==> src/rtl/prio_irq_ctrl.sv <==
module prio_irq_ctrl #(
  parameter int N_SRC = 3,
  parameter logic [N_SRC-1:0] ASYNC_MASK = 3'b110,
  parameter int ID_W = $clog2(N_SRC + 1)
) (
  input  logic             clk,
  input  logic             rst_n,
  input  logic [N_SRC-1:0] irq_src_i,
  input  logic             cfg_we_i,
  input  logic [N_SRC-1:0] cfg_mask_i,
  input  logic             cfg_master_i,
  input  logic             rd_en_i,
  output logic             rd_valid_o,
  output logic [ID_W-1:0]  rd_id_o,
  output logic             irq_o
);

  localparam logic [ID_W-1:0] NONE_ID = '1;

  logic [N_SRC-1:0] sync_q;
  logic [N_SRC-1:0] line_s;
  logic [N_SRC-1:0] pend_q;
  logic [N_SRC-1:0] en_q;
  logic             master_q;
  logic [N_SRC-1:0] live;
  logic [ID_W-1:0]  top_id;

  for (genvar i = 0; i < N_SRC; i++) begin : g_src
    if (ASYNC_MASK[i]) begin : g_async
      always_ff @(posedge clk or negedge rst_n)
        if (!rst_n) sync_q[i] <= 1'b0;
        else        sync_q[i] <= irq_src_i[i];
      assign line_s[i] = sync_q[i];
    end else begin : g_sync
      assign sync_q[i] = 1'b0;
      assign line_s[i] = irq_src_i[i];
    end
  end

  always_ff @(posedge clk or negedge rst_n)
    if (!rst_n) begin
      pend_q   <= '0;
      en_q     <= '0;
      master_q <= 1'b0;
    end else begin
      pend_q <= line_s;
      if (cfg_we_i) begin
        en_q     <= cfg_mask_i;
        master_q <= cfg_master_i;
      end
    end

  assign live  = pend_q & en_q;
  assign irq_o = master_q & (|live);

  always_comb begin
    top_id = NONE_ID;
    for (int i = N_SRC - 1; i >= 0; i--)
      if (live[i]) top_id = ID_W'(i);
  end

  always_ff @(posedge clk or negedge rst_n)
    if (!rst_n) begin
      rd_valid_o <= 1'b0;
      rd_id_o    <= NONE_ID;
    end else begin
      rd_valid_o <= rd_en_i;
      if (rd_en_i) rd_id_o <= top_id;
    end

endmodule

==> config.mk <==
export PLATFORM = sky130hd
export DESIGN_NAME = prio_irq_ctrl
export DESIGN_NICKNAME = d
export VERILOG_FILES = /design/src/rtl/prio_irq_ctrl.sv
export SDC_FILE = /design/constraint.sdc
export NUM_CORES = 1
export LEC_CHECK = 0
export ABC_CLOCK_PERIOD_IN_PS = 810
export CAP_MARGIN = 30
export CORE_MARGIN = 2
export CORE_UTILIZATION = 25
export DETAILED_ROUTE_END_ITERATION = 12
export SLEW_MARGIN = 15
export SYNTH_ARGS = -nofsm -noshare
export SYNTH_HDL_FRONTEND = slang
export SYNTH_SLANG_ARGS = --single-unit
==> constraint.sdc <==
create_clock -name clk -period 0.81 [get_ports clk]
set_input_delay 0.162 -clock clk [delete_from_list [all_inputs] [get_ports clk]]
set_output_delay 0.162 -clock clk [all_outputs]
set_load 0.05 [all_outputs]
==> metrics <==
drt first-iter violations=2; Area Overhead vs Synth=83.1%; failing checks=negative setup slack; clk_lat worst skew=about 0.27 ns; Critical Path End=irq_o; IO Port Bufs=14; Post-Syn Area per Cell=16.3 um2; FMAX=762 MHz; setup TNS=-1.67 ns; WHS=0.118 ns; Worst Reg-to-Reg Cells=3; largest net degree at the start of global routing=10; Initial Util=26.8%; unrepaired setup endpoints after global routing=true; Worst setup SP type=flop; sequential area share after synthesis=roughly 74%; CP cell instances=a22oi_2 -> a21boi_4 -> buf_6; crit path DAT=roughly 1.2 ns; Setup CP Type=flop to output port; # clock sinks=12; row count=14; Clock Tree Buf Depth=2; reg2reg setup slack=-0.18 ns; Critical Path RT=0.65 ns; relative slew slack=between 80 and 90%; area of the core=1520 um2; placed cell area=approximately 670 um2; most frequent cells after synthesis=dfrtp_1 (10), mux2_1 (3), nand2_1 (3), dfstp_2 (2), mux2_4 (2); Synth area leader=dfrtp_1; DRT Pass-1 Iters=2; post-synthesis register bit count=12; Buffers & Inverters on Critical Path=1; GRT overflow=0; Synth Flop Type=dfrtp_1; detailed placement HPWL=715 um; pre-CTS WS=-0.413 ns; Lkg Pwr=0.342 nW; die width=around 44 um; WL per Instance=13.0 um; Syn Nets=36; H-tree levels=1; final cycle utilization of the critical path=162%; Worst Hold Class=input pin to asynchronous set/reset pin; Post-synth ARST share=100%; CP max stage cell=dfrtp_1; worst reg2reg endpoint=rd_id_o[1]$_DFFE_PN1P_; Post-Route WL=859 um; worst reg2reg startpoint=pend_q[0]$_DFF_PN0_; Syn Inst Count=25; TritonCTS clock tree=yes; vias per cell=4.45; layout cells sized above 1=52.0%; Reg clk slew, reported paths=0.07 ns; Final min period=1.31 ns; vias in the first global route=332; synth unique cells=10; most area-consuming cells after synthesis=dfrtp_1 (61%), dfstp_2 (13%), mux2_1 (8.3%); final worst slack=-0.503 ns; clock skew=0.00298 ns; Cell Area, Synth=between 400 and 500 um2; power per cell area=2080 nW/um2; Nets=62; status=finished with violations; Slew Limit Fails=0; initial antenna violation count=0; Total GRT Usage=12.0%; IO Count=15; first-pass GRT wire length=1570 um; Max VDD drop=1.01 mV; via count=294; Post-synth EDFFs=0; Final Hold Viols=0; slowest stage delay, CP=roughly 0.40 ns; count leader, synth=dfrtp_1; Crit. path cell count=3; Ant. Diodes=0; synth warn=0; Die Ht=approximately 44 um; Worst Max-Slew Pin Slew=0.241 ns; FILL cells=133; GPL Wtd Cong=0.708; Root Buffer=clkbuf_4; crit path from=pend_q[0]$_DFF_PN0_; fin util=~49%; family with the most delay on the worst path=flip-flops; cts bufs inserted=3; max_cap viols=0; post-route ant nets=0; Final setup viols=8; share of the synthesized area in the top cell type=61.3%; die area=1970 um2; Crit Path Max Fanout=2; CP Capture Type=output port; DR DRC count=0; post-route cell area=747 um2
[flip-flops by register name (all words and copies together), names as in the netlist]
register    count
master_q        1
line_s          2
pend_q          3
en_q            3
rd_valid_o      1
rd_id_o         2
[metrics by stage]
stage                     power, mW  std cells
after floorplan               0.849         25
after global placement         1.05         61
after detailed placement       1.07         61
after CTS                      1.58         66
after global routing           1.63         66
final                          1.56         66
[report_power, final]
group          internal [mW]  switching, mW  leakage [nW]
clock                  0.273          0.186        0.0210
sequential             0.660         0.0415         0.138
combinational          0.232          0.163         0.183
[how the worst min path moves through the flow]
stage	startpoint	to	slack, ns	depth (start not counted)
2_1_floorplan	rst_n	en_q[0]$_DFFE_PN0P_	-0.13	0
3_3_place_gp	line_s[1]$_DFF_PN0_	pend_q[1]$_DFF_PN0_	0.33	0
3_5_place_dp	line_s[1]$_DFF_PN0_	pend_q[1]$_DFF_PN0_	0.34	0
4_1_cts	rst_n	rd_valid_o$_DFF_PN0_	0.11	1
5_1_grt	rst_n	rd_valid_o$_DFF_PN0_	0.12	1
6_report	rst_n	rd_valid_o$_DFF_PN0_	0.12	1
[layout make-up]
cell class,count,area [um2],area share [%]
well taps,16,20.0,2.68
multi-input cells,12,138,18.4
repair buffers,21,246,33.0
clock buffers,4,36.3,4.86
inverters,1,3.75,0.503
flip-flops and latches,12,303,40.5
[layer usage]
| metal | global-route usage (%) | share of wire (%) | vias to the layer above |
|---|---|---|---|
| met1 | 12.2 | 35 | 142 |
| met5 | 0 | 0 | - |
| met4 | 7.27 | 0.81 | 0 |
| met3 | 4.49 | 8.5 | 2 |
| li1 | - | - | 137 |
| met2 | 20.6 | 56 | 13 |
[repair_timing]
action	in CTS	in global routing
pin swaps	1	3
resized for setup	7	3
endpoints found under the setup margin	10	8
hold buffers	0	0
setup buffers	2	0
cloned	0	0
[layout by cell type, fill, tap and decap left out, drive strengths merged]
master          n
o22ai           1
inv             1
buf            11
dlygate4sd2     1
mux2            5
a22oi           1
nand2           3
clkbuf          4
clkdlybuf4s50   9
dfstp           2
a21boi          1
a21oi           1
dfrtp          10
[kinds of logic after synthesis]
kind of cell | after synthesis | synth area share, %
muxes | 5 | 15.6
and+or+nand+nor | 3 | 2.76
AOI/OAI and AO/OA | 4 | 6.44
buffers and inverters | 1 | 0.919
DFF | 12 | 74.2
Power figures use the tool's default switching activity.
